<file path="src/rtl/vfd_scan_pkg.sv">
package vfd_scan_pkg;

  typedef enum logic [1:0] {
    ADR_ROW1 = 2'b00,
    ADR_ROW2 = 2'b01,
    ADR_ROW3 = 2'b10,
    ADR_DIM  = 2'b11
  } frame_adr_e;

  // Active length of the master window, clipped so the blanking tail survives.
  function automatic int unsigned win_limit(input int unsigned dim,
                                            input int unsigned slot,
                                            input int unsigned blank);
    int unsigned cap;
    cap = slot - blank;
    return (dim > cap) ? cap : dim;
  endfunction

  // Grid that follows g, given the scan depth chosen by the duty input.
  function automatic int unsigned next_grid(input int unsigned g,
                                            input logic duplex,
                                            input int unsigned n_tri);
    int unsigned depth;
    depth = duplex ? 2 : n_tri;
    return (g + 1 >= depth) ? 0 : g + 1;
  endfunction

endpackage

</file>
<file path="src/rtl/vfd_sync.sv">
module vfd_sync #(
  parameter int W      = 4,
  parameter int STAGES = 2
) (
  input  logic         clk,
  input  logic         rst_n,
  input  logic [W-1:0] d,
  output logic [W-1:0] q
);
  logic [W-1:0] pipe_q [STAGES];

  generate
    for (genvar s = 0; s < STAGES; s++) begin : g_stage
      always_ff @(posedge clk or negedge rst_n) begin
        if (!rst_n) pipe_q[s] <= '0;
        else if (s == 0) pipe_q[s] <= d;
        else pipe_q[s] <= pipe_q[(s == 0) ? 0 : s-1];
      end
    end
  endgenerate

  assign q = pipe_q[STAGES-1];
endmodule

</file>
<file path="src/rtl/vfd_serial_rx.sv">
module vfd_serial_rx #(
  parameter int SEG_W  = 32,
  parameter int ADDR_W = 2
) (
  input  logic              clk,
  input  logic              rst_n,
  input  logic              cs_s,
  input  logic              sclk_s,
  input  logic              dat_s,
  output logic              wr_en,
  output logic [ADDR_W-1:0] wr_addr,
  output logic [SEG_W-1:0]  wr_data
);
  localparam int FRAME = ADDR_W + SEG_W;
  localparam int CW    = $clog2(FRAME + 2);

  logic             sclk_d, cs_d;
  logic [FRAME-1:0] shreg_q;
  logic [CW-1:0]    bits_q;

  // named internal events
  logic shift_ev, cs_fall, frame_full;
  assign shift_ev   = cs_s & sclk_s & ~sclk_d;
  assign cs_fall    = cs_d & ~cs_s;
  assign frame_full = (bits_q == CW'(FRAME));

  always_ff @(posedge clk or negedge rst_n) begin
    if (!rst_n) begin
      sclk_d  <= 1'b0;
      cs_d    <= 1'b0;
      shreg_q <= '0;
      bits_q  <= '0;
      wr_en   <= 1'b0;
      wr_addr <= '0;
      wr_data <= '0;
    end else begin
      sclk_d <= sclk_s;
      cs_d   <= cs_s;
      wr_en  <= cs_fall & frame_full;
      if (cs_fall) {wr_addr, wr_data} <= shreg_q;
      if (!cs_s) bits_q <= '0;
      else if (shift_ev && bits_q != CW'(FRAME + 1)) bits_q <= bits_q + 1'b1;
      if (shift_ev) shreg_q <= {shreg_q[FRAME-2:0], dat_s};
    end
  end

  AST_CS_LOW_HOLD: assert property (@(posedge clk) disable iff (!rst_n)
    !cs_s |=> $stable(shreg_q));
  AST_NO_OVERFLOW: assert property (@(posedge clk) disable iff (!rst_n)
    bits_q <= CW'(FRAME + 1));
  AST_WR_AFTER_FALL: assert property (@(posedge clk) disable iff (!rst_n)
    wr_en |-> !cs_d);
endmodule

</file>
<file path="src/rtl/vfd_scan_timer.sv">
module vfd_scan_timer
  import vfd_scan_pkg::*;
#(
  parameter int DIM_W  = 10,
  parameter int GRID_N = 3,
  parameter int BLANK  = 2
) (
  input  logic                      clk,
  input  logic                      rst_n,
  input  logic                      duplex,
  input  logic                      dim_ld,
  input  logic [DIM_W-1:0]          dim_val,
  output logic [$clog2(GRID_N)-1:0] grid_idx,
  output logic                      master_win,
  output logic                      base_win,
  output logic                      slot_end
);
  localparam int unsigned SLOT = 1 << DIM_W;
  localparam int          GW   = $clog2(GRID_N);

  logic [DIM_W-1:0] tick_q;
  logic [DIM_W-1:0] dim_q;
  logic [GW-1:0]    grid_q;

  assign slot_end   = (tick_q == DIM_W'(SLOT - 1));
  assign base_win   = 32'(tick_q) < (SLOT - BLANK);
  assign master_win = 32'(tick_q) < win_limit(32'(dim_q), SLOT, BLANK);
  assign grid_idx   = grid_q;

  always_ff @(posedge clk or negedge rst_n) begin
    if (!rst_n) begin
      tick_q <= '0;
      dim_q  <= '0;
      grid_q <= '0;
    end else begin
      tick_q <= tick_q + 1'b1;
      if (dim_ld) dim_q <= dim_val;
      if (slot_end) grid_q <= GW'(next_grid(32'(grid_q), duplex, GRID_N));
    end
  end

  AST_DUPLEX_WRAP: assert property (@(posedge clk) disable iff (!rst_n)
    (slot_end && duplex) |=> (grid_idx < GW'(2)));
  AST_GRID_RANGE: assert property (@(posedge clk) disable iff (!rst_n)
    32'(grid_idx) < GRID_N);
  AST_WIN_NESTED: assert property (@(posedge clk) disable iff (!rst_n)
    master_win |-> base_win);
  AST_GRID_HOLD: assert property (@(posedge clk) disable iff (!rst_n)
    !$past(slot_end) |-> $stable(grid_idx));
endmodule

</file>
<file path="src/rtl/vfd_scan_ctrl.sv">
module vfd_scan_ctrl
  import vfd_scan_pkg::*;
#(
  parameter int SEG_W  = 32,
  parameter int GRID_N = 3,
  parameter int DIM_W  = 10,
  parameter int BLANK  = 2,
  parameter int SYNC_N = 2
) (
  input  logic              clk,
  input  logic              rst_n,
  input  logic              ser_cs,
  input  logic              ser_clk,
  input  logic              ser_dat,
  input  logic              duplex_sel,
  input  logic              master_sel,
  input  logic              dim_in,
  output logic [SEG_W-1:0]  seg_o,
  output logic [GRID_N-1:0] grid_n_o,
  output logic              dim_out
);
  localparam int ADDR_W = 2;
  localparam int GW     = $clog2(GRID_N);

  logic cs_s, sclk_s, dat_s, dimin_s;
  vfd_sync #(.W(4), .STAGES(SYNC_N)) u_sync (
    .clk(clk), .rst_n(rst_n),
    .d({ser_cs, ser_clk, ser_dat, dim_in}),
    .q({cs_s, sclk_s, dat_s, dimin_s})
  );

  logic              wr_en;
  logic [ADDR_W-1:0] wr_addr;
  logic [SEG_W-1:0]  wr_data;
  vfd_serial_rx #(.SEG_W(SEG_W), .ADDR_W(ADDR_W)) u_rx (
    .clk(clk), .rst_n(rst_n), .cs_s(cs_s), .sclk_s(sclk_s), .dat_s(dat_s),
    .wr_en(wr_en), .wr_addr(wr_addr), .wr_data(wr_data)
  );

  logic          dim_ld;
  logic [GW-1:0] grid_idx;
  logic          master_win, base_win, slot_end;
  assign dim_ld = wr_en && (wr_addr == ADR_DIM);

  vfd_scan_timer #(.DIM_W(DIM_W), .GRID_N(GRID_N), .BLANK(BLANK)) u_timer (
    .clk(clk), .rst_n(rst_n), .duplex(duplex_sel),
    .dim_ld(dim_ld), .dim_val(wr_data[DIM_W-1:0]),
    .grid_idx(grid_idx), .master_win(master_win),
    .base_win(base_win), .slot_end(slot_end)
  );

  // display rows, one per grid
  logic [SEG_W-1:0] row_q [GRID_N];
  generate
    for (genvar g = 0; g < GRID_N; g++) begin : g_row
      always_ff @(posedge clk or negedge rst_n) begin
        if (!rst_n) row_q[g] <= '0;
        else if (wr_en && wr_addr == ADDR_W'(g)) row_q[g] <= wr_data;
      end
    end
  endgenerate

  logic run_q;
  always_ff @(posedge clk or negedge rst_n) begin
    if (!rst_n) run_q <= 1'b0;
    else run_q <= 1'b1;
  end

  logic scan_on, seg_on;
  assign scan_on  = run_q & (master_sel ? master_win : base_win);
  assign seg_on   = run_q & (master_sel ? master_win : (base_win & dimin_s));
  assign grid_n_o = scan_on ? ~(GRID_N'(1) << grid_idx) : '1;
  assign seg_o    = seg_on ? row_q[grid_idx] : '0;
  assign dim_out  = run_q & master_sel & master_win;

  AST_GRID_ONEHOT: assert property (@(posedge clk) disable iff (!rst_n)
    $countones(~grid_n_o) <= 1);
  AST_BLANK_GAP: assert property (@(posedge clk) disable iff (!rst_n)
    !base_win |-> (grid_n_o == '1));
  AST_SEG_NEEDS_GRID: assert property (@(posedge clk) disable iff (!rst_n)
    (grid_n_o == '1) |-> (seg_o == '0));
  AST_SLAVE_NO_DIMOUT: assert property (@(posedge clk) disable iff (!rst_n)
    !master_sel |-> !dim_out);
  AST_DIMOUT_GRID: assert property (@(posedge clk) disable iff (!rst_n)
    dim_out |-> (grid_n_o != '1));
endmodule

</file>
<file path="config.mk">
export PLATFORM = sky130hd
export DESIGN_NAME = vfd_scan_ctrl
export DESIGN_NICKNAME = d
export VERILOG_FILES = /design/src/rtl/vfd_scan_pkg.sv /design/src/rtl/vfd_sync.sv /design/src/rtl/vfd_serial_rx.sv /design/src/rtl/vfd_scan_timer.sv /design/src/rtl/vfd_scan_ctrl.sv
export SDC_FILE = /design/constraint.sdc
export NUM_CORES = 1
export LEC_CHECK = 0
export ABC_AREA = 0
export BUFFER_PORTS_ARGS = -buffer_cell sky130_fd_sc_hd__buf_2
export CORE_UTILIZATION = 50
export CTS_CLUSTER_SIZE = 14
export DETAILED_ROUTE_END_ITERATION = 7
export PLACE_DENSITY = 0.67
export SLEW_MARGIN = 40
export SYNTH_ARGS = -nofsm -noshare
export SYNTH_HDL_FRONTEND = slang
export SYNTH_SLANG_ARGS = --single-unit
</file>
<file path="constraint.sdc">
create_clock -name clk -period 2.85 [get_ports clk]
set_clock_uncertainty 0.15 [all_clocks]
set_input_delay 0.57 -clock clk [delete_from_list [all_inputs] [get_ports clk]]
set_output_delay 0.57 -clock clk [all_outputs]
set_load 0.005 [all_outputs]
</file>
==> summary.log, run 1 <==
INFO  clocking       cts_inserted_buffers=21
INFO  routing        number_of_vias_in_the_routed_layout=5,518
INFO  yosys          yosys.area.top_type_share=58.07%
INFO  worst_setup_path worst_setup_path_startpoint=u_timer.tick_q[9]
INFO  floorplanning  horiz_die_dim=134.6um
INFO  clocking       sinks_on_clock_net=204
INFO  worst_setup_path r2r-start=u_rx.wr_addr[0]
INFO  clocking       cts_tree=yes
INFO  floorplanning  fp.coreArea=17,240um^2
INFO  clocking       root_buffer=sky130_fd_sc_hd__clkbuf_16
INFO  yosys          synth_seq_cells=204
INFO  sta            grt_setup_unrepaired=true
INFO  routing        detail_route.vias_per_cell=5.342
INFO  clocking       htree_num_levels=1
INFO  clocking       ctsLongestPathBuffers=3
INFO  power_and_ir_drop power.ir.vdd_worst=0.5072mV
INFO  yosys          synthDistinctLibCells=44
INFO  power_and_ir_drop switchingPower=0.001269W
INFO  power_and_ir_drop combinationalPowerShare=2.9%
INFO  sta            worst_hold_slack=0.03587ns
INFO  yosys          synth_ff_type=sky130_fd_sc_hd__dfrtp_1
INFO  hold_path      worst_hold_path.num_cells=1
INFO  final_layout   total_area_of_multi_input_combinational_cells=3552um^2
INFO  sta            layout_setup_ws=-0.2856ns
INFO  sta            setup_violations=35
INFO  routing        detail_route.wirelength=17,320um
INFO  worst_setup_path worstSetupPathDepth=8
INFO  flow_run       timing.max_cap.violations=0
INFO  floorplanning  die_area=18,120um^2
INFO  final_layout   design_area=10,260um^2
INFO  place          io_buffers=43
INFO  worst_setup_path end_kind=output pin
INFO  routing        avgRoutedWirePerCell=16.77um
INFO  power_and_ir_drop internal_power=0.004854W
INFO  yosys          syn-instance-count=730
INFO  yosys          ys_warnings=0
INFO  sta            finalMaxSlewViolations=0
INFO  worst_setup_path reg2reg_to=row_q[18]
INFO  yosys          synth.most_common_cell=sky130_fd_sc_hd__dfrtp_1
INFO  sta            layout_worst_path_cycle_share=110.0%
INFO  worst_setup_path timing.critical_path.slowest_cell_delay=0.41ns
INFO  power_and_ir_drop power_density=596.6nW/um^2
INFO  worst_setup_path crit_family=compound AO/OA/AOI/OAI gates
INFO  grt            antenna_found_initial=0
INFO  yosys          netlist_top_cells_area=sky130_fd_sc_hd__dfrtp_1 (58%), sky130_fd_sc_hd__mux2_2 (14%), sky130_fd_sc_hd__nand2_1 (4.9%)
INFO  sta            fmaxAchievable=0.3189GHz
INFO  sta            timing.final.hold_violations=0
INFO  yosys          synthesis.nets=755
INFO  floorplanning  height_of_the_die=134.6um
INFO  routing        dr.pass1.iters=4
INFO  yosys          post_synth_instance_area=8791um^2
INFO  worst_setup_path crit_fanout=12
INFO  place          place_congestion=0.8070
INFO  sta            worst-slew-pin-transition=0.7717ns
INFO  yosys          synth_sequential_area_ratio=58.07%
INFO  final_layout   post_route_cells_drive_above_1_share=30.32%
INFO  place          placement.cell_area=9349um^2
INFO  floorplanning  num_rows=48
INFO  worst_setup_path critPathCapture=seg_o[20]
INFO  sta            min_period=3.136ns
INFO  yosys          synth_commonest_cells=sky130_fd_sc_hd__dfrtp_1 (204), sky130_fd_sc_hd__nand2_1 (114), sky130_fd_sc_hd__mux2_2 (111), sky130_fd_sc_hd__nor2_1 (70), sky130_fd_sc_hd__a21oi_1 (34)
INFO  routing        drc=0
INFO  hold_path      holdCritPathClass=in2reg
INFO  floorplanning  io_pins=44
INFO  grt            grt_pass1_wl=29,180um
INFO  clocking       clkSlewWorstSetupHoldPaths=0.06ns
INFO  grt            grt_overflow_total=0
INFO  worst_setup_path critical_path_arrival=2.42ns
INFO  worst_setup_path r2r_setup_slack=0.75ns
INFO  worst_setup_path timing.critical_path.buf_inv=2
INFO  routing        antenna_left=0
INFO  floorplanning  initial_core_util=51.00%
INFO  power_and_ir_drop seqPwrFrac=49.7%
INFO  final_layout   antennaDiodeCount=0
INFO  clocking       worstSkewPairLatency=0.48ns
INFO  yosys          synth.largest_area_cell=sky130_fd_sc_hd__dfrtp_1
INFO  final_layout   nets=819
INFO  worst_setup_path crit_path_start_kind=flip-flop
INFO  worst_setup_path cpMaxStageDelayCell=sky130_fd_sc_hd__dfrtp_1
INFO  final_layout   layout_overhead_on_the_synthesized_area=16.75%
INFO  run_status     violations=setup timing
INFO  final_layout   share_of_the_core_filled_with_cells=59.55%
INFO  yosys          postSynth.asyncResetShare=100.0%
INFO  worst_setup_path crit_path_cell_trace=ha_1 > a211oi_2 > o21ai_1 > nand3_1 > o2111ai_2 > buf_6 > nor2_2 > buf_2
INFO  yosys          post_synth.cell_area_avg=12.04um^2
INFO  final_layout   seq_area=5107um^2
INFO  yosys          synth-edff-count=0
INFO  grt            largest_net_degree_at_the_start_of_global_routing=75
INFO  power_and_ir_drop power.share.clock=47.4%
INFO  worst_setup_path worstPathRequired=2.13ns
INFO  run_status     status=finished with violations
INFO  routing        detailedRoute.firstIterationViolations=246
INFO  grt            vias_in_the_first_global_route=5,554
INFO  worst_setup_path worstSetupPathType=reg2out
INFO  worst_setup_path timing.reg2reg.worst_path_depth=3
INFO  final_layout   num-fill-cells=1,385
INFO  power_and_ir_drop power.leakage=5.411nW
INFO  grt            gr-usage-all-layers=20.29%
INFO  sta            slew_headroom=48.40%
INFO  place          dp_worst_setup_slack=0.1154ns
INFO  place          sum_of_net_half_perimeters_after_detailed_placement=11,020um
INFO  power_and_ir_drop power.switching_fraction=20.73%
-- power groups by stage --
stage	logic [W]	registers, W	clock network, W
floorplan	0.0000905	0.00306	0
global placement	0.000175	0.00309	0
detailed placement	0.000181	0.00309	0
CTS	0.000185	0.00304	0.00296
global route	0.000208	0.00305	0.00308
finish	0.000179	0.00304	0.00290
-- worst min path at each step --
stage | start | end | slack [ns]
6_report | dim_in | u_sync.pipe_q[4] | 0.04
5_1_grt | dim_in | u_sync.pipe_q[4] | 0.02
4_1_cts | dim_in | u_sync.pipe_q[4] | 0.02
3_5_place_dp | u_sync.pipe_q[6] | u_sync.q[2] | 0.19
3_3_place_gp | u_sync.pipe_q[6] | u_sync.q[2] | 0.18
2_1_floorplan | rst_n | row_q[0] | 0.12
-- layout make-up --
class,count,area share (%)
Clock inverter,6,1.024
Tap cell,225,2.743
Clock buffer,31,6.266
Sequential cell,204,49.76
Timing Repair Buffer,75,4.864
Inverter,20,0.7314
Multi-Input combinational cell,472,34.61
-- through the flow --
step | cells | total power [W] | setup TNS [ns]
5_1_grt | 1033 | 0.006342 | -11.60
6_report | 1033 | 0.006123 | -7.441
3_3_place_gp | 987 | 0.003264 | 0
4_1_cts | 1028 | 0.006182 | -8.868
3_5_place_dp | 987 | 0.003275 | 0
2_1_floorplan | 730 | 0.003152 | 0
-- logic make-up after synthesis --
family          after synthesis  synth area share (%)
flops                       204                 58.07
xor+xnor                     12                 1.196
mux                         172                 21.58
fa+ha+maj                    17                 2.420
buf+inv                      54                 2.690
compound gates               50                 3.302
other cells                   1               0.04266
simple gates                220                 10.70
-- what timing repair did --
item,in CTS,in global routing
hold buffers,1,0
buffers inserted,3,6
cloned,0,0
endpoints found under the setup margin,36,36
hold endpoints to repair,65,0
pin swaps,6,3
gates resized for setup,8,13
-- layout by cell type, fill, tap and decap left out, types with 2 or more instances in the layout --
| cell type | instances |
|---|---|
| sky130_fd_sc_hd__mux2_2 | 111 |
| sky130_fd_sc_hd__nor2_2 | 7 |
| sky130_fd_sc_hd__bufinv_16 | 3 |
| sky130_fd_sc_hd__nand2b_1 | 3 |
| sky130_fd_sc_hd__buf_6 | 2 |
| sky130_fd_sc_hd__mux2i_1 | 32 |
| sky130_fd_sc_hd__nand4_1 | 6 |
| sky130_fd_sc_hd__dfrtp_2 | 2 |
| sky130_fd_sc_hd__xor2_1 | 4 |
| sky130_fd_sc_hd__buf_2 | 42 |
| sky130_fd_sc_hd__a211oi_2 | 2 |
| sky130_fd_sc_hd__buf_4 | 27 |
| sky130_fd_sc_hd__inv_1 | 19 |
| sky130_fd_sc_hd__nand3_1 | 7 |
| sky130_fd_sc_hd__clkbuf_8 | 9 |
| sky130_fd_sc_hd__clkbuf_16 | 21 |
| sky130_fd_sc_hd__nor2_1 | 63 |
| sky130_fd_sc_hd__clkinv_2 | 3 |
| sky130_fd_sc_hd__dfrtp_1 | 202 |
| sky130_fd_sc_hd__a21oi_1 | 33 |
| sky130_fd_sc_hd__nand3b_1 | 3 |
| sky130_fd_sc_hd__o21ai_1 | 2 |
| sky130_fd_sc_hd__buf_12 | 2 |
| sky130_fd_sc_hd__nor2b_1 | 3 |
| sky130_fd_sc_hd__ha_4 | 2 |
| sky130_fd_sc_hd__and2_1 | 3 |
| sky130_fd_sc_hd__nand2_1 | 113 |
| sky130_fd_sc_hd__mux2_1 | 29 |
| sky130_fd_sc_hd__xnor2_1 | 8 |
| sky130_fd_sc_hd__o21ai_0 | 3 |
| sky130_fd_sc_hd__clkbuf_1 | 2 |
| sky130_fd_sc_hd__ha_1 | 15 |
-- per-layer routing --
metal / GRT usage [%] / vias up / wire (um) / share of wire (%)
li1: - / 2594 / - / -
met1: 27.17 / 2828 / 7801 / 45
met2: 35.29 / 75 / 8758 / 51
met3: 2.853 / 21 / 504 / 2.9
met4: 4.307 / 0 / 258 / 1.5
met5: 0 / - / 0 / 0
-- worst register-to-register path, cell delays in order, from the launching register on --
cell	delay (ns)
sky130_fd_sc_hd__dfrtp_1	0.44
sky130_fd_sc_hd__nand3b_1	0.65
sky130_fd_sc_hd__buf_4	0.45
sky130_fd_sc_hd__mux2_2	0.29
-- sequential cells by signal, indices dropped and copies added (netlist names) --
name	count
u_rx.sclk_d	1
u_timer.dim_q	10
u_timer.tick_q	10
u_sync.q	4
u_timer.grid_idx	2
u_sync.pipe_q	4
run_q	1
u_rx.shreg_q	34
u_rx.bits_q	6
u_rx.wr_data	32
u_rx.wr_en	1
row_q	96
u_rx.wr_addr	2
u_rx.cs_d	1
Note: power is estimated with default switching activity, not from simulation.
==> run 2: changes to the inputs <==
Settings changed: BUFFER_PORTS_ARGS -buffer_cell sky130_fd_sc_hd__buf_2 to default, DONT_BUFFER_PORTS from default to 1, PLACE_DENSITY 0.67 to default.
==> run 2 against run 1 <==
The run ends with hold timing, setup timing left. First-iteration DRC count rose by 22%. Non-clock buffer count shrank 41. Final cell count down 3.8%. Power decreased by 1.2%. Final area grew 0.77%. Routed wire length is 2.7% higher. Count of clock-buffer cells in the layout shrank 1. Utilization up 0.46 points. Via count shrank 3.4%. Combinational power shrank 16%. Clock power decreased by 1%. Sequential share of layout area fell by 0.37 points. Critical endpoint is now seg_o[23]. Largest power group unchanged. Highest routed layer unchanged.
==> summary.log, run 2 (synthesis results as in run 1) <==
INFO  routing        antenna_left=0 [unchanged]
INFO  sta            fmaxAchievable=0.3217GHz [+0.88%]
INFO  clocking       ctsLongestPathBuffers=3 [unchanged]
INFO  place          io_buffers=0 [-100%]
INFO  clocking       clkSlewWorstSetupHoldPaths=0.06ns [about the same]
INFO  worst_setup_path crit_fanout=6 [-6]
INFO  power_and_ir_drop total_power=0.006049W [-1.2%]
INFO  sta            grt_setup_unrepaired=true
INFO  grt            grt_pass1_wl=28,110um [-3.7%]
INFO  sta            layout_setup_ws=-0.2582ns [+0.02740 ns]
INFO  final_layout   largest_reg_flops=96 [unchanged]
INFO  floorplanning  io_pins=44 [unchanged]
INFO  grt            gr-usage-met3=3.078% [+0.23 points]
INFO  clocking       cts_tree=yes
INFO  routing        detail_route.vias_per_cell=5.365 [+0.44%]
INFO  power_and_ir_drop power.ir.vdd_worst=0.4658mV [-8.2%]
INFO  sta            worst-slew-pin-transition=0.6151ns [-0.1566 ns]
INFO  routing        detail_route.wirelength=17,800um [+2.7%]
INFO  sta            slew_headroom=58.95% [+11 points]
INFO  clocking       root_buffer=sky130_fd_sc_hd__clkbuf_16
INFO  hold_path      holdCritPathClass=in2async
INFO  floorplanning  horiz_die_dim=134.6um [unchanged]
INFO  sta            setup_violations=32 [-8.6%]
INFO  clocking       sinks_on_clock_net=204 [unchanged]
INFO  floorplanning  fp.coreArea=17,240um^2 [unchanged]
INFO  place          sum_of_net_half_perimeters_after_detailed_placement=10,420um [-5.5%]
INFO  final_layout   reg.largest.list=row_q (96), u_rx.shreg_q (34), u_rx.wr_data (32)
INFO  grt            grt_overflow_total=0 [unchanged]
INFO  routing        drc=0 [unchanged]
INFO  place          place_congestion=0.8121 [+0.63%]
INFO  worst_setup_path worstSetupPathType=reg2out
INFO  sta            timing.final.hold_violations=204 [+204]
INFO  final_layout   layout_overhead_on_the_synthesized_area=17.65%
INFO  final_layout   post_route_cells_drive_above_1_share=29.65% [-0.67 points]
INFO  clocking       cts-hold-fix-buffers=4 [+3]
INFO  floorplanning  num_rows=48 [unchanged]
INFO  worst_setup_path crit_path_start_kind=flip-flop
INFO  floorplanning  initial_core_util=51.00% [unchanged]
INFO  final_layout   nets=779 [-4.9%]
INFO  clocking       cts_inserted_buffers=22 [+4.8%]
INFO  sta            finalMaxSlewViolations=0 [unchanged]
INFO  final_layout   layout_common_cells=sky130_fd_sc_hd__dfrtp_1 (201), sky130_fd_sc_hd__nand2_1 (114), sky130_fd_sc_hd__mux2_2 (111)
INFO  final_layout   mostFrequentLayoutCell=sky130_fd_sc_hd__dfrtp_1
INFO  worst_setup_path r2r_setup_slack=0.85ns [+0.10 ns]
INFO  grt            gr-usage-all-layers=19.68% [-0.61 points]
INFO  grt            antenna_found_initial=0 [unchanged]
INFO  worst_setup_path end_kind=output pin
INFO  grt            global_route.usage.met2=33.68% [-1.6 points]
INFO  place          dp_worst_setup_slack=0.2350ns [+0.1195 ns]
INFO  routing        dr.pass1.iters=4 [unchanged]
INFO  sta            worst_hold_slack=-0.3768ns [-0.4127 ns]
INFO  clocking       worstSkewPairLatency=0.49ns [about the same]
INFO  grt            gr-max-usage-layer=met2
INFO  final_layout   antennaDiodeCount=0 [unchanged]
INFO  worst_setup_path worstPathRequired=2.13ns [about the same]
INFO  final_layout   max_flop_register=row_q
INFO  routing        avgRoutedWirePerCell=17.91um [+6.8%]
INFO  power_and_ir_drop power.leakage=5.233nW [-3.3%]
INFO  place          placement.cell_area=9076um^2 [-2.9%]
INFO  run_status     violations=hold timing, setup timing
INFO  routing        number_of_vias_in_the_routed_layout=5,333 [-3.4%]
INFO  sta            layout_worst_path_cycle_share=109.1% [-0.96 points]
INFO  grt            largest_net_degree_at_the_start_of_global_routing=205 [+170%]
INFO  grt            grt_util_met1=26.27% [-0.89 points]
INFO  final_layout   num-fill-cells=1,339 [-3.3%]
INFO  routing        detailedRoute.firstIterationViolations=299 [+22%]
INFO  worst_setup_path critical_path_arrival=2.39ns [-0.03 ns]
INFO  floorplanning  height_of_the_die=134.6um [unchanged]
INFO  final_layout   design_area=10,340um^2 [+0.77%]
INFO  floorplanning  die_area=18,120um^2 [unchanged]
INFO  clocking       htree_num_levels=1 [unchanged]
INFO  run_status     status=finished with violations
INFO  sta            min_period=3.108ns [-0.02740 ns]
INFO  grt            vias_in_the_first_global_route=5,307 [-4.4%]
INFO  power_and_ir_drop power_density=584.9nW/um^2 [-2.0%]
INFO  flow_run       timing.max_cap.violations=0 [unchanged]
-- run 2: cell types whose count changed in the layout (fill, tap and decap cells not counted), sizes merged --
cell,previous run,this run
buf,73,27
bufinv,3,2
clkbuf,32,33
clkinv,4,8
dlygate4sd3,1,4
-- run 2: path summary, 6_finish.rpt --
check                                      start                 to  cells past startpoint
worst max-delay path            u_timer.dim_q[1]          seg_o[23]                     10
worst min-delay path                       rst_n  u_timer.tick_q[7]                      0
worst max register to register       u_sync.q[3]     u_rx.bits_q[5]                      5
worst min register to register  u_sync.pipe_q[6]        u_sync.q[2]                      0
max in group asynchronous                  rst_n   u_rx.shreg_q[17]                      0
min in group clk                u_sync.pipe_q[6]        u_sync.q[2]                      0
-- run 2: routing by layer --
metal,wire length (um),part of all wire (%)
met4,292,1.6
met1,8163,46
met3,509,2.9
met2,8834,50
met5,0,0
-- run 2: through the flow --
stage	std cells	setup TNS (ns)	util (%)
finish	994	-7.398	60.00
global route	994	-10.09	60.00
CTS	981	-6.147	57.46
detailed placement	936	0	52.66
global placement	936	0	52.66
floorplan	730	0	-
-- run 2: repair_timing --
item                       in CTS  in global routing
buffers inserted                2                  9
cloned                          0                  4
setup endpoints to repair      35                 35
pin swaps                       3                 23
hold endpoints to repair      208                204
gates resized for setup        10                 67
-- run 2: critical path, cell delays in order (launching register included) --
cell and delay, ns:
sky130_fd_sc_hd__dfrtp_1 0.34, sky130_fd_sc_hd__inv_1 0.05, sky130_fd_sc_hd__ha_1 0.30, sky130_fd_sc_hd__nand3_2 0.13, sky130_fd_sc_hd__o221ai_2 0.11, sky130_fd_sc_hd__o211ai_1 0.19, sky130_fd_sc_hd__buf_4 0.16, sky130_fd_sc_hd__o2111ai_4 0.12
sky130_fd_sc_hd__buf_12 0.19, sky130_fd_sc_hd__buf_8 0.15, sky130_fd_sc_hd__nor2_2 0.13
-- run 2: layout make-up --
class | count | area, um^2 | share of cell area [%]
Sequential cell | 204 | 5109 | 49.40
Timing Repair Buffer | 34 | 382.9 | 3.702
Clock inverter | 9 | 98.84 | 0.9557
Inverter | 20 | 75.07 | 0.7259
Clock buffer | 30 | 641.9 | 6.206
Multi-Input combinational cell | 472 | 3754 | 36.29
Tap cell | 225 | 281.5 | 2.722
-- run 2: power by group --
| part | leakage [nW] | internal (W) | total, W | switching, W |
|---|---|---|---|---|
| sequential | 2.79 | 0.00297 | 0.00304 | 0.0000748 |
| combinational | 2.08 | 0.0000707 | 0.000150 | 0.0000797 |
| clock | 0.372 | 0.00175 | 0.00286 | 0.00110 |
| total | 5.23 | 0.00479 | 0.00605 | 0.00126 |
==> run 3: changes to the inputs <==
Settings changed: CORE_MARGIN from default to 4.
==> run 3 against run 2 <==
The flow still finishes with violations (hold timing, setup timing). Sequential share of layout area unchanged. Global-route usage down 1.3 points. Critical endpoint is now seg_o[19]. Sequential cell count unchanged. Critical path type unchanged. Critical path depth unchanged.
==> summary.log, run 3 (synthesis results as in run 1) <==
INFO  run_status     status=finished with violations
INFO  run_status     violations=hold timing, setup timing
INFO  place          sum_of_net_half_perimeters_after_detailed_placement=10,680um [+2.5%]
INFO  worst_setup_path r2r_setup_slack=0.85ns [about the same]
INFO  worst_setup_path crit_path_start_kind=flip-flop
INFO  place          placed_cells_incl_taps=939 [+0.32%]
INFO  grt            grt_overflow_total=0 [unchanged]
INFO  grt            largest_net_degree_at_the_start_of_global_routing=205 [unchanged]
INFO  sta            worst_hold_slack=-0.3794ns [-0.002566 ns]
INFO  clocking       root_buffer=sky130_fd_sc_hd__clkbuf_16
INFO  power_and_ir_drop power.leakage=5.229nW [about the same]
INFO  clocking       clkSlewWorstSetupHoldPaths=0.06ns [about the same]
INFO  worst_setup_path r2r-start=u_timer.grid_idx[0]
INFO  worst_setup_path worstSetupPathType=reg2out
INFO  clocking       cts-hold-fix-buffers=4 [unchanged]
INFO  sta            layout_worst_path_cycle_share=108.3% [-0.79 points]
INFO  clocking       cts_tree=yes
INFO  place          io_buffers=0 [unchanged]
INFO  final_layout   num-fill-cells=1,373 [+2.5%]
INFO  worst_setup_path crit_fanout=10 [+4]
INFO  sta            setup_violations=35 [+9.4%]
INFO  final_layout   share_of_the_core_filled_with_cells=60.00% [unchanged]
INFO  floorplanning  initial_core_util=51.00% [unchanged]
INFO  final_layout   post_route_cells_drive_above_1_share=30.32% [+0.67 points]
INFO  final_layout   max_flop_register=row_q
INFO  clocking       ctsLongestPathBuffers=3 [unchanged]
INFO  worst_setup_path timing.reg2reg.worst_path_depth=5 [unchanged]
INFO  floorplanning  fp.coreArea=17,240um^2 [unchanged]
INFO  worst_setup_path critical_path_arrival=2.37ns [-0.02 ns]
INFO  routing        detail_route.vias_per_cell=5.480 [+2.1%]
INFO  final_layout   largest_reg_flops=96 [unchanged]
INFO  clocking       cts_inserted_buffers=22 [unchanged]
INFO  sta            worst-slew-pin-transition=0.5623ns [-0.05280 ns]
INFO  hold_path      holdCritPathClass=in2async
INFO  flow_run       timing.max_cap.violations=0 [unchanged]
INFO  routing        antenna_left=0 [unchanged]
INFO  clocking       htree_num_levels=1 [unchanged]
INFO  final_layout   mostFrequentLayoutCell=sky130_fd_sc_hd__dfrtp_1
INFO  final_layout   reg.largest.list=row_q (96), u_rx.shreg_q (34), u_rx.wr_data (32)
INFO  clocking       worstSkewPairLatency=0.51ns [+0.02 ns]
INFO  floorplanning  height_of_the_die=140.6um [+4.5%]
INFO  grt            gr-usage-all-layers=18.36% [-1.3 points]
INFO  sta            grt_setup_unrepaired=true
INFO  sta            timing.final.hold_violations=204 [unchanged]
INFO  routing        detailedRoute.firstIterationViolations=258 [-14%]
INFO  final_layout   fin_cells=1,000 [+0.60%]
INFO  routing        detail_route.wirelength=18,560um [+4.3%]
INFO  power_and_ir_drop power_density=576.0nW/um^2 [-1.5%]
INFO  grt            vias_in_the_first_global_route=5,675 [+6.9%]
INFO  final_layout   antennaDiodeCount=0 [unchanged]
INFO  sta            layout_setup_ws=-0.2358ns [+0.02240 ns]
INFO  routing        number_of_vias_in_the_routed_layout=5,480 [+2.8%]
INFO  sta            min_period=3.086ns [-0.02240 ns]
INFO  power_and_ir_drop power.ir.vdd_worst=0.3959mV [-15%]
INFO  place          place_congestion=0.8097 [-0.30%]
INFO  worst_setup_path reg2reg_to=u_timer.grid_idx[0]
INFO  routing        avgRoutedWirePerCell=18.56um [+3.7%]
INFO  worst_setup_path worstPathRequired=2.13ns [about the same]
INFO  final_layout   layout_common_cells=sky130_fd_sc_hd__dfrtp_1 (201), sky130_fd_sc_hd__nand2_1 (111), sky130_fd_sc_hd__mux2_2 (111)
INFO  sta            fmaxAchievable=0.3241GHz [+0.73%]
INFO  worst_setup_path end_kind=output pin
INFO  routing        dr.pass1.iters=4 [unchanged]
INFO  final_layout   nets=784 [+0.64%]
INFO  sta            slew_headroom=62.41% [+3.5 points]
INFO  final_layout   layout_overhead_on_the_synthesized_area=17.65% [unchanged]
INFO  sta            finalMaxSlewViolations=0 [unchanged]
INFO  routing        drc=0 [unchanged]
INFO  floorplanning  num_rows=48 [unchanged]
INFO  grt            grt_pass1_wl=29,750um [+5.8%]
INFO  floorplanning  horiz_die_dim=140.6um [+4.5%]
INFO  clocking       sinks_on_clock_net=204 [unchanged]
INFO  grt            antenna_found_initial=0 [unchanged]
INFO  floorplanning  die_area=19,770um^2 [+9.1%]
INFO  floorplanning  io_pins=44 [unchanged]
## run 3: cell types whose count changed in the layout (fill, tap and decap cells not counted), sizes merged
cell and change:
clkinvlp +1, bufinv -1, clkinv -3, clkbuf +3, buf +6
## run 3: metal layers
| metal | track usage, % | vias to the layer above | wire (um) |
|---|---|---|---|
| li1 | - | 2531 | - |
| met1 | 25.02 | 2838 | 8183 |
| met2 | 30.82 | 77 | 9410 |
| met3 | 2.748 | 34 | 555 |
| met4 | 5.405 | 0 | 412 |
| met5 | 0 | - | 0 |
## run 3: timing repair
action                                  4_1_cts  5_1_grt
hold endpoints to repair                    208      204
cloned                                        0        3
buffers inserted                              4       10
endpoints found under the setup margin       35       36
resized for setup                            18       63
pin swaps                                     3       18
## run 3: where the power goes
| group | internal (W) | switching, W | leakage [nW] |
|---|---|---|---|
| Sequential | 0.00297 | 0.0000719 | 2.79 |
| Combinational | 0.0000681 | 0.0000790 | 2.10 |
| Clock | 0.00165 | 0.00112 | 0.348 |
## run 3: worst max-delay path: stages (launching register included)
cell	delay, ns
sky130_fd_sc_hd__dfrtp_1	0.37
sky130_fd_sc_hd__inv_1	0.08
sky130_fd_sc_hd__ha_4	0.27
sky130_fd_sc_hd__nand3_2	0.11
sky130_fd_sc_hd__nor4_4	0.21
sky130_fd_sc_hd__o211ai_1	0.13
sky130_fd_sc_hd__buf_4	0.16
sky130_fd_sc_hd__o2111ai_4	0.09
sky130_fd_sc_hd__buf_12	0.17
sky130_fd_sc_hd__buf_12	0.19
sky130_fd_sc_hd__nor2_4	0.06
## run 3: how the worst max path moves through the flow
stage	startpoint	to	cells after the start
floorplan	u_timer.tick_q[2]	seg_o[10]	7
global placement	u_timer.dim_q[2]	seg_o[14]	8
detailed placement	u_timer.dim_q[2]	seg_o[17]	8
CTS	u_timer.dim_q[2]	seg_o[18]	9
global route	u_timer.dim_q[2]	seg_o[30]	10
finish	u_timer.dim_q[1]	seg_o[19]	10
## run 3: through the flow
step / power [W] / TNS (ns) / area, um^2 / setup slack, ns
finish: 0.005957 / -7.022 / 10340 / -0.2358
CTS: 0.005997 / -6.032 / 9952 / -0.2047
detailed placement: 0.003203 / 0 / 9086 / 0.1953
global route: 0.006187 / -10.21 / 10340 / -0.3271
global placement: 0.003195 / 0 / 9086 / 0.3009
floorplan: 0.003152 / 0 / 8791 / 0.3943
## run 3: area by class of cell
cell class / count / area, um^2 / share of cell area [%]
clock buffer: 34 / 645.6 / 6.242
clock inverter: 6 / 68.82 / 0.6654
inverter: 20 / 75.07 / 0.7259
multi-input combinational: 472 / 3771 / 36.46
sequential: 204 / 5109 / 49.40
tap: 225 / 281.5 / 2.722
timing repair buffer: 39 / 391.6 / 3.787
